## config.mk

```make
export PLATFORM = sky130hd
export DESIGN_NAME = prescaled_down_timer
export DESIGN_NICKNAME = d
export VERILOG_FILES = /design/src/rtl/pdt_pkg.sv /design/src/rtl/pdt_prescaler.sv /design/src/rtl/pdt_counter.sv /design/src/rtl/pdt_regs.sv /design/src/rtl/prescaled_down_timer.sv
export SDC_FILE = /design/constraint.sdc
export NUM_CORES = 1
export LEC_CHECK = 0
export CAP_MARGIN = 10
export CORE_MARGIN = 4
export CORE_UTILIZATION = 56
export CTS_BUF_LIST = sky130_fd_sc_hd__clkbuf_8 sky130_fd_sc_hd__clkbuf_16
export CTS_CLUSTER_DIAMETER = 30
export CTS_CLUSTER_SIZE = 20
export DETAILED_ROUTE_END_ITERATION = 6
export PLACE_DENSITY_LB_ADDON = 0.05
export SYNTH_ARGS = -nofsm -noshare
export SYNTH_HDL_FRONTEND = slang
export SYNTH_HIERARCHICAL = 1
export SYNTH_SLANG_ARGS = --single-unit
export TNS_END_PERCENT = 10
```

## constraint.sdc

```tcl
create_clock -name clk_i -period 3.8 [get_ports clk_i]
set_clock_uncertainty 0.05 [all_clocks]
set_input_delay 0.57 -clock clk_i [delete_from_list [all_inputs] [get_ports clk_i]]
set_output_delay 0.57 -clock clk_i [all_outputs]
set_load 0.03 [all_outputs]
```

## src/rtl/pdt_pkg.sv

```systemverilog
package pdt_pkg;
  typedef enum logic [1:0] {
    REG_RELOAD = 2'd0,
    REG_COUNT  = 2'd1,
    REG_CTRL   = 2'd2,
    REG_STATUS = 2'd3
  } pdt_reg_e;

  localparam int unsigned CTRL_EN_BIT  = 0;
  localparam int unsigned CTRL_RLD_BIT = 1;
  localparam int unsigned CTRL_PS_LSB  = 8;
endpackage

```

## src/rtl/pdt_prescaler.sv

```systemverilog
module pdt_prescaler #(
  parameter int unsigned PS_W = 8
) (
  input  logic            clk_i,
  input  logic            rst_ni,
  input  logic            run_i,
  input  logic            restart_i,
  input  logic [PS_W-1:0] limit_i,
  output logic            step_o
);
  logic [PS_W-1:0] div_q;

  assign step_o = run_i && !restart_i && (div_q == limit_i);

  always_ff @(posedge clk_i or negedge rst_ni) begin
    if (!rst_ni)                  div_q <= '0;
    else if (!run_i || restart_i) div_q <= '0;
    else if (step_o)              div_q <= '0;
    else                          div_q <= div_q + 1'b1;
  end

  a_r3_div_bound: assert property (@(posedge clk_i) disable iff (!rst_ni)
    run_i && !restart_i && $stable(limit_i) |-> div_q <= limit_i || $past(!run_i || restart_i) == 1'b0);
endmodule

```

## src/rtl/pdt_counter.sv

```systemverilog
module pdt_counter #(
  parameter int unsigned DATA_W = 32
) (
  input  logic              clk_i,
  input  logic              rst_ni,
  input  logic              wr_i,
  input  logic [DATA_W-1:0] wdata_i,
  input  logic              pull_i,
  input  logic [DATA_W-1:0] reload_val_i,
  input  logic              reload_en_i,
  input  logic              step_i,
  output logic [DATA_W-1:0] count_o,
  output logic              expire_o
);
  logic [DATA_W-1:0] cnt_q, cnt_d;

  assign expire_o = step_i && !wr_i && (cnt_q == DATA_W'(1));
  assign count_o  = cnt_q;

  always_comb begin
    cnt_d = cnt_q;
    if (wr_i)          cnt_d = wdata_i;
    else if (pull_i)   cnt_d = reload_val_i;
    else if (expire_o) cnt_d = reload_en_i ? reload_val_i : '0;
    else if (step_i)   cnt_d = cnt_q - 1'b1;
  end

  always_ff @(posedge clk_i or negedge rst_ni) begin
    if (!rst_ni) cnt_q <= '0;
    else         cnt_q <= cnt_d;
  end

  a_r5_refill: assert property (@(posedge clk_i) disable iff (!rst_ni)
    expire_o && reload_en_i |=> cnt_q == $past(reload_val_i));
  a_r5_stop: assert property (@(posedge clk_i) disable iff (!rst_ni)
    expire_o && !reload_en_i |=> cnt_q == '0);
  a_r10_idle: assert property (@(posedge clk_i) disable iff (!rst_ni)
    cnt_q == '0 && !wr_i && !pull_i |=> cnt_q == '0);
endmodule

```

## src/rtl/pdt_regs.sv

```systemverilog
module pdt_regs
  import pdt_pkg::*;
#(
  parameter int unsigned DATA_W = 32,
  parameter int unsigned ADDR_W = 6,
  parameter int unsigned PS_W   = 8
) (
  input  logic              clk_i,
  input  logic              rst_ni,
  input  logic              we_i,
  input  logic [ADDR_W-1:0] addr_i,
  input  logic [DATA_W-1:0] wdata_i,
  input  logic [DATA_W-1:0] count_i,
  input  logic              expire_i,
  output logic [DATA_W-1:0] reload_o,
  output logic              en_o,
  output logic              rld_o,
  output logic [PS_W-1:0]   ps_o,
  output logic              cnt_wr_o,
  output logic              pull_o,
  output logic [DATA_W-1:0] rdata_o,
  output logic              irq_o
);
  logic [DATA_W-1:0] reload_q;
  logic              en_q, rld_q, stat_q, stat_old_q, stat_d;
  logic [PS_W-1:0]   ps_q;
  logic              mapped;
  pdt_reg_e          sel;
  logic              wr_rld, wr_cnt, wr_ctl, wr_stat;

  assign mapped  = (addr_i[ADDR_W-1:4] == '0) && (addr_i[1:0] == 2'b00);
  assign sel     = pdt_reg_e'(addr_i[3:2]);
  assign wr_rld  = we_i && mapped && (sel == REG_RELOAD);
  assign wr_cnt  = we_i && mapped && (sel == REG_COUNT);
  assign wr_ctl  = we_i && mapped && (sel == REG_CTRL);
  assign wr_stat = we_i && mapped && (sel == REG_STATUS);

  assign cnt_wr_o = wr_rld || wr_cnt;
  assign pull_o   = wr_ctl && !en_q && wdata_i[CTRL_EN_BIT] && wdata_i[CTRL_RLD_BIT]
                    && (count_i == '0);
  assign stat_d   = expire_i ? 1'b1 : ((wr_stat && wdata_i[0]) ? 1'b0 : stat_q);
  assign irq_o    = stat_q && !stat_old_q;

  assign reload_o = reload_q;
  assign en_o     = en_q;
  assign rld_o    = rld_q;
  assign ps_o     = ps_q;

  always_ff @(posedge clk_i or negedge rst_ni) begin
    if (!rst_ni) begin
      reload_q   <= '0;
      en_q       <= 1'b0;
      rld_q      <= 1'b0;
      ps_q       <= '0;
      stat_q     <= 1'b0;
      stat_old_q <= 1'b0;
    end else begin
      if (wr_rld) reload_q <= wdata_i;
      if (wr_ctl) begin
        en_q  <= wdata_i[CTRL_EN_BIT];
        rld_q <= wdata_i[CTRL_RLD_BIT];
        ps_q  <= wdata_i[CTRL_PS_LSB +: PS_W];
      end
      stat_q     <= stat_d;
      stat_old_q <= stat_q;
    end
  end

  always_comb begin
    rdata_o = '0;
    if (mapped) begin
      unique case (sel)
        REG_RELOAD: rdata_o = reload_q;
        REG_COUNT:  rdata_o = en_q ? count_i : '0;
        REG_CTRL: begin
          rdata_o[CTRL_EN_BIT]            = en_q;
          rdata_o[CTRL_RLD_BIT]           = rld_q;
          rdata_o[CTRL_PS_LSB +: PS_W]    = ps_q;
        end
        REG_STATUS: rdata_o[0] = stat_q;
      endcase
    end
  end

  a_r8_single_pulse: assert property (@(posedge clk_i) disable iff (!rst_ni)
    irq_o |=> !irq_o);
  a_r7_set_wins: assert property (@(posedge clk_i) disable iff (!rst_ni)
    expire_i |=> irq_o || $past(stat_q));
  a_r1_reset_quiet: assert property (@(posedge clk_i) disable iff (!rst_ni)
    $rose(irq_o) |-> $past(expire_i));
endmodule

```

## src/rtl/prescaled_down_timer.sv

```systemverilog
module prescaled_down_timer #(
  parameter int unsigned DATA_W = 32,
  parameter int unsigned ADDR_W = 6,
  parameter int unsigned PS_W   = 8
) (
  input  logic              clk_i,
  input  logic              rst_ni,
  input  logic              we_i,
  input  logic [ADDR_W-1:0] addr_i,
  input  logic [DATA_W-1:0] wdata_i,
  output logic [DATA_W-1:0] rdata_o,
  output logic              irq_o
);
  logic [DATA_W-1:0] reload_val, count;
  logic              en, rld, cnt_wr, pull, step, expire, run;
  logic [PS_W-1:0]   ps;

  assign run = en && (count != '0);

  pdt_regs #(.DATA_W(DATA_W), .ADDR_W(ADDR_W), .PS_W(PS_W)) i_regs (
    .clk_i, .rst_ni, .we_i, .addr_i, .wdata_i,
    .count_i  (count),
    .expire_i (expire),
    .reload_o (reload_val),
    .en_o     (en),
    .rld_o    (rld),
    .ps_o     (ps),
    .cnt_wr_o (cnt_wr),
    .pull_o   (pull),
    .rdata_o, .irq_o
  );

  pdt_prescaler #(.PS_W(PS_W)) i_presc (
    .clk_i, .rst_ni,
    .run_i     (run),
    .restart_i (cnt_wr),
    .limit_i   (ps),
    .step_o    (step)
  );

  pdt_counter #(.DATA_W(DATA_W)) i_cnt (
    .clk_i, .rst_ni,
    .wr_i         (cnt_wr),
    .wdata_i,
    .pull_i       (pull),
    .reload_val_i (reload_val),
    .reload_en_i  (rld),
    .step_i       (step),
    .count_o      (count),
    .expire_o     (expire)
  );

  a_r9_stopped_no_step: assert property (@(posedge clk_i) disable iff (!rst_ni)
    !en |-> !step);
endmodule

```

After elaboration in Yosys (flattened, before gate mapping)
Index checks and enable logic that the tools add are counted.
- multiplexer cells: 16
- add/sub/neg operators: 2
- equality and inequality tests: 5
- reductions and logical operators: 30
- operator list (cell ; count):
    32-bit two-way mux ; 7
    32-bit by 1-bit equality test with 1-bit output (second input constant) ; 1
    32-bit logical NOT ; 1
    16-bit one-hot mux with 2 select lines ; 1
    32-bit nonzero test ; 1
    32-bit by 1-bit subtractor with 32-bit output (second input constant) ; 1
    8-bit one-hot mux with 3 select lines ; 1
    1-bit logical AND ; 17
    8-bit two-way mux ; 2
    6-bit one-hot mux with 2 select lines ; 1
    8-bit by 1-bit adder with 8-bit output (second input constant) ; 1
    8-bit equality test ; 1
    2-bit logical NOT ; 3
    2-bit equality test (second input constant) ; 2
    1-bit logical NOT ; 4
    1-bit one-hot mux with 4 select lines ; 1
    4-bit nonzero test ; 1
    1-bit one-hot mux with 3 select lines ; 1
    2-bit by 1-bit equality test with 1-bit output (second input constant) ; 1
    1-bit logical OR ; 2
    1-bit two-way mux ; 2
    2-bit nonzero test ; 1
- register bits after elaboration: 84
- output and inout port bits: 33
- input port bits: 41
- word-level logic and storage cells: 61

Depth between registers and ports, before layout
- depth after elaboration: 13
- gate-level depth with buffers: 14
- depth with buffers taken out: 11

By module
The synthesis kept the hierarchy.
- modules (own cells, without submodules) (module ; sequential area each (µm²) ; area each (µm²) ; cells each ; instances):
    pdt_counter ; 800.8 ; 2459.9 ; 303 ; 1
    pdt_regs ; 1101.1 ; 2378.5 ; 222 ; 1
    pdt_prescaler ; 200.2 ; 530.5 ; 48 ; 1
    prescaled_down_timer ; 0.0 ; 76.3 ; 11 ; 1

Worst setup path after synthesis
OpenSTA, ideal clock, no wires.
- path type: input to register
- start: input port addr_i[5]
- end: register i_cnt.cnt_q[17] (netlist: i_cnt/count_o[17])
- data required time: 3.663 ns
- buffers on the path: 3
- library setup time: 0.087 ns
- slack: 0.347 ns
- data arrival time: 3.316 ns
- cell stages on the path: 13
- cell sequence: nor4_4 > nand2_1 > nor2_1 > nand2b_1 > buf_1 > and3b_1 > clkbuf_1 > nor4b_1 > and4_1 > a31oi_1 > clkbuf_1 > a22oi_1 > o211ai_1
- word-level cells in the longest chain between the ends: 13
- elaborated cells on any way between the ends: 20
- those cells by class: 3 x mux; 17 x reduce/logical
- ends and longest elaborated chain (item ; RTL line ; source):
    start, declared ; prescaled_down_timer.sv:9 ; input logic [ADDR_W-1:0] addr_i,
    2-bit logical NOT * ; pdt_regs.sv:31 ; assign mapped = (addr_i[ADDR_W-1:4] == '0) && (addr_i[1:0] == 2'b00);
    1-bit logical AND * ; pdt_regs.sv:31 ;
    1-bit logical AND * ; pdt_regs.sv:33, pdt_regs.sv:34 ;
    1-bit logical AND (on tied branches) ; pdt_regs.sv:33, pdt_regs.sv:34 ;
    1-bit logical OR * ; pdt_regs.sv:38 ; assign cnt_wr_o = wr_rld || wr_cnt;
    net cnt_wr ; prescaled_down_timer.sv:15 ; logic en, rld, cnt_wr, pull, step, expire, run;
    1-bit logical NOT * ; pdt_prescaler.sv:13 ; assign step_o = run_i && !restart_i && (div_q == limit_i);
    1-bit logical AND * (2 in series) ; pdt_prescaler.sv:13 ;
    net step ; prescaled_down_timer.sv:15 ;
    1-bit logical AND (2 in series) ; pdt_counter.sv:17 ; assign expire_o = step_i && !wr_i && (cnt_q == DATA_W'(1));
    32-bit two-way mux ; pdt_counter.sv:24 ; else if (expire_o) cnt_d = reload_en_i ? reload_val_i : '0;
    32-bit two-way mux ; pdt_counter.sv:23 ; else if (pull_i) cnt_d = reload_val_i;
    32-bit two-way mux ; pdt_counter.sv:22 ; if (wr_i) cnt_d = wdata_i;
    end signal, assigned ; pdt_counter.sv:30 ; else cnt_q <= cnt_d;
    end, declared ; pdt_counter.sv:15 ; logic [DATA_W-1:0] cnt_q, cnt_d;
The timed path passes the listed nets; every way through them passes the cells marked *.
A chain may end at the register's enable or synchronous reset.

Worst setup path after layout
- start: input port addr_i[5]
- end: output port rdata_o[10]
- word-level cells in the longest chain between the ends: 3
- ends and longest elaborated chain (item ; RTL line ; source):
    2-bit logical NOT ; pdt_regs.sv:31 ;
    1-bit logical AND ; pdt_regs.sv:31 ;
    32-bit two-way mux ; pdt_regs.sv:71 ; if (mapped) begin
    end, declared ; prescaled_down_timer.sv:11 ; output logic [DATA_W-1:0] rdata_o,
No other way between the ends.

==> summary.txt <==
Clock network
  • Num CTS Buffers: 9
  • CTS Buffer Depth: 2
  • Clock Sinks: 84
  • # resized after CTS: 0
  • Post-CTS setup buffers: 0
  • Post-CTS Hold Buffers: 0
  • Clock transition at path regs: 0.09 ns
  • Htree depth: 3
  • Clock root buffer: clkbuf_8
  • Clk_lat worst skew: 0.36 ns
  • CTS tree: yes

Status
  • Outcome: complete, no violations

Critical path
  • Worst Setup Start Kind: input pin
  • CP max FO: 15
  • Crit path arrival time: 2.85 ns
  • Required time worst endpoint: 3.18 ns
  • CP Capture Type: primary output
  • Worst Setup Path Type: in2out

Global routing
  • First-pass GRT wire length: 26320 um
  • Pin count of the biggest net entering global routing: 72
  • Initial antenna violation count: 0
  • Vias in the first global route: 5248
  • GRT Util Overall: 0.2861
  • Overflow left after global routing: 0

Yosys
  • Asr flop ratio synth: 1.000
  • Post-Syn Area per Cell: 9.324 um2
  • Synth unique cells: 68
  • Number of flops mapped to enable cells by yosys: 0
  • Main synth FF type: dfrtp_1
  • Sequential share of the synthesized area: 0.3860
  • Synthesized area: 5445 um2
  • Syn Inst Count: 584
  • Synth Warn #: 6
  • Syn Nets: 628
  • Flops & latches, synth: 84

Drt
  • Post-DR wirelength/cell: 20.18 um
  • Antenna Nets Post-Route: 0
  • Routed wire length: 15900 um
  • Residual DRC count: 0
  • Via Count: 5205
  • Router iterations before antenna repair: 5
  • Initial drt markers: 509
  • Via density: 6.605

Timing
  • Final setup violation count: 0
  • Unrepaired setup endpoints after global routing: false
  • Worst hold slack: 0.2878 ns
  • Hold Fails Final Rpt: 0
  • Slew Viols, Final: 0
  • Final cycle utilization of the critical path: 0.9140
  • Final Critical Period: 3.473 ns
  • Slew margin rel.: 0.4085
  • Fmax: 287.9 MHz
  • Setup TNS: 0 ns
  • Slew @ Worst Pin: 0.8872 ns

Place
  • Dpl cell area: 6307 um2
  • Port bufs: 73
  • DP HPWL: 11250 um
  • Routability cong.: 0.9588

Power
  • P per Cell Area: 394.0 nW/um2
  • Max VDD drop: 404.2 uV
  • Total power: 0.002560 W
  • Pleak: 2.552 nW

Layout
  • Final nets: 700
  • Antenna cells: 0
  • Area growth, synth to finish: 19.30%
  • Post-Layout Inst Area: 6496 um2
  • Fraction of layout cells with a size suffix above 1: 0.1988
  • Final core utilization: 0.6932

Die
  • Num rows: 35
  • DIE AREA: 11370 um2
  • Die width: 106.6 um
  • Core Box Area: 9371 um2
  • Height of the chip: 106.6 um
  • Starting density of the core: 0.5810
  • # IOs: 74

Run
  • Max-cap violations: 0

Worst hold path
  • Hold Crit Class: in2async
-- stage by stage --
stage | std cells | worst slack [ns]
2_1_floorplan | 584 | 0.3473
3_3_place_gp | 774 | 0.3243
3_5_place_dp | 774 | 0.2420
4_1_cts | 788 | 0.3428
5_1_grt | 788 | 0.2572
6_report | 788 | 0.3269
-- worst max-delay path, cell delays in order --
cell and delay, ns:
clkdlybuf4s50_1 0.47, or4_1 0.84, a21oi_1 0.26, clkdlybuf4s50_1 0.70
-- flip-flops by register name, indices dropped and copies added (netlist names) --
name,cells
i_regs/stat_q,1
i_regs/en_o,1
i_presc/div_q,8
i_regs/ps_o,8
i_regs/reload_o,32
i_cnt/count_o,32
i_regs/rld_o,1
i_regs/stat_old_q,1
-- layout by cell type, fill, tap and decap left out, drive strengths merged, types with 3 or more instances in the layout --
| cell type | synthesis | routed |
|---|---|---|
| nor3 | 9 | 9 |
| nand2b | 16 | 16 |
| nand2 | 44 | 44 |
| o31ai | 6 | 6 |
| and3 | 3 | 3 |
| clkdlybuf4s50 | 0 | 49 |
| a211oi | 5 | 5 |
| a22oi | 26 | 26 |
| clkinv | 1 | 3 |
| a31oi | 5 | 5 |
| ha | 3 | 3 |
| a222oi | 5 | 5 |
| o41ai | 3 | 3 |
| inv | 6 | 6 |
| buf | 13 | 54 |
| mux2 | 46 | 46 |
| a221oi | 18 | 18 |
| or3 | 6 | 6 |
| a21oi | 16 | 16 |
| and4 | 3 | 3 |
| nor4 | 26 | 26 |
| or4 | 5 | 5 |
| nand4 | 18 | 18 |
| dfrtp | 84 | 84 |
| clkbuf | 29 | 10 |
| xnor2 | 5 | 5 |
| nand3 | 25 | 25 |
| nor2 | 62 | 62 |
| o21ai | 19 | 19 |
| o22ai | 16 | 16 |
| xor2 | 14 | 14 |
| and2 | 5 | 5 |
| a21o | 12 | 12 |
-- worst paths after layout --
check                      cells after the start                end              start  slack (ns)
max reg2reg                                   11  i_cnt/count_o[31]  i_cnt/count_o[11]        0.55
min                                            1  i_cnt/count_o[19]             rst_ni        0.29
max                                            4        rdata_o[10]          addr_i[5]        0.33
min reg2reg                                    0  i_regs/stat_old_q      i_regs/stat_q        0.41
max in group asynchronous                      2     i_regs/ps_o[3]             rst_ni        2.68
min in group clk_i                             0  i_regs/stat_old_q      i_regs/stat_q        0.41
-- final cells by class --
| class | count | area [um2] |
|---|---|---|
| Clock inverter | 4 | 51.30 |
| Fill cell | 768 | 2875 |
| Sequential cell | 84 | 2102 |
| Clock buffer | 10 | 137.6 |
| Inverter | 7 | 26.28 |
| Tap cell | 129 | 161.4 |
| Timing Repair Buffer | 103 | 895.9 |
| Multi-Input combinational cell | 451 | 3122 |
-- layer usage --
metal,up-vias,global-route usage,part of all wire
met1,2583,0.3858,0.43
li1,2356,-,-
met3,32,0.05418,0.069
met2,234,0.4663,0.48
met4,0,0.09315,0.019
met5,-,0,0
-- cells by family (layout without fill, tap and decap cells) --
logic type,after synthesis,after routing,synth area share
AO/OA/AOI/OAI,146,146,0.1932
XOR/XNOR,19,19,0.03194
flip-flops,84,84,0.3860
buffers and inverters,49,124,0.04274
multiplexers,48,48,0.09881
adder cells (fa/ha/maj),3,3,0.006894
AND/OR/NAND/NOR,235,235,0.2404
-- report_power, final --
group	internal (W)	switching [W]	leakage, nW
clock network	0.000314	0.000311	0.0942
logic	0.000312	0.000340	1.43
registers	0.00103	0.000248	1.03
total	0.00166	0.000899	2.55
-- Yosys cell counts (5+ instances only) --
master	instances	area [um2]
and2_1	5	31.28
clkbuf_1	28	105.1
a222oi_1	5	50.05
o21ai_0	18	90.09
nand4_1	18	112.6
a21o_1	12	90.09
nand2b_1	16	100.1
a22oi_1	26	195.2
nor4_4	5	106.4
o22ai_1	16	100.1
inv_1	6	22.52
a211oi_1	5	37.54
nor4_1	20	125.1
a31oi_1	5	31.28
o31ai_1	6	45.04
xnor2_1	5	43.79
buf_2	5	25.02
nand2_1	44	165.2
nor3_1	9	45.04
buf_6	5	56.30
a221oi_1	17	148.9
mux2_2	45	506.7
nor2_1	62	232.7
xor2_1	13	113.9
nand3_1	23	115.1
or3_1	6	37.54
dfrtp_1	84	2102
a21oi_1	15	75.07
No activity file was read; power rests on OpenSTA's default activity.
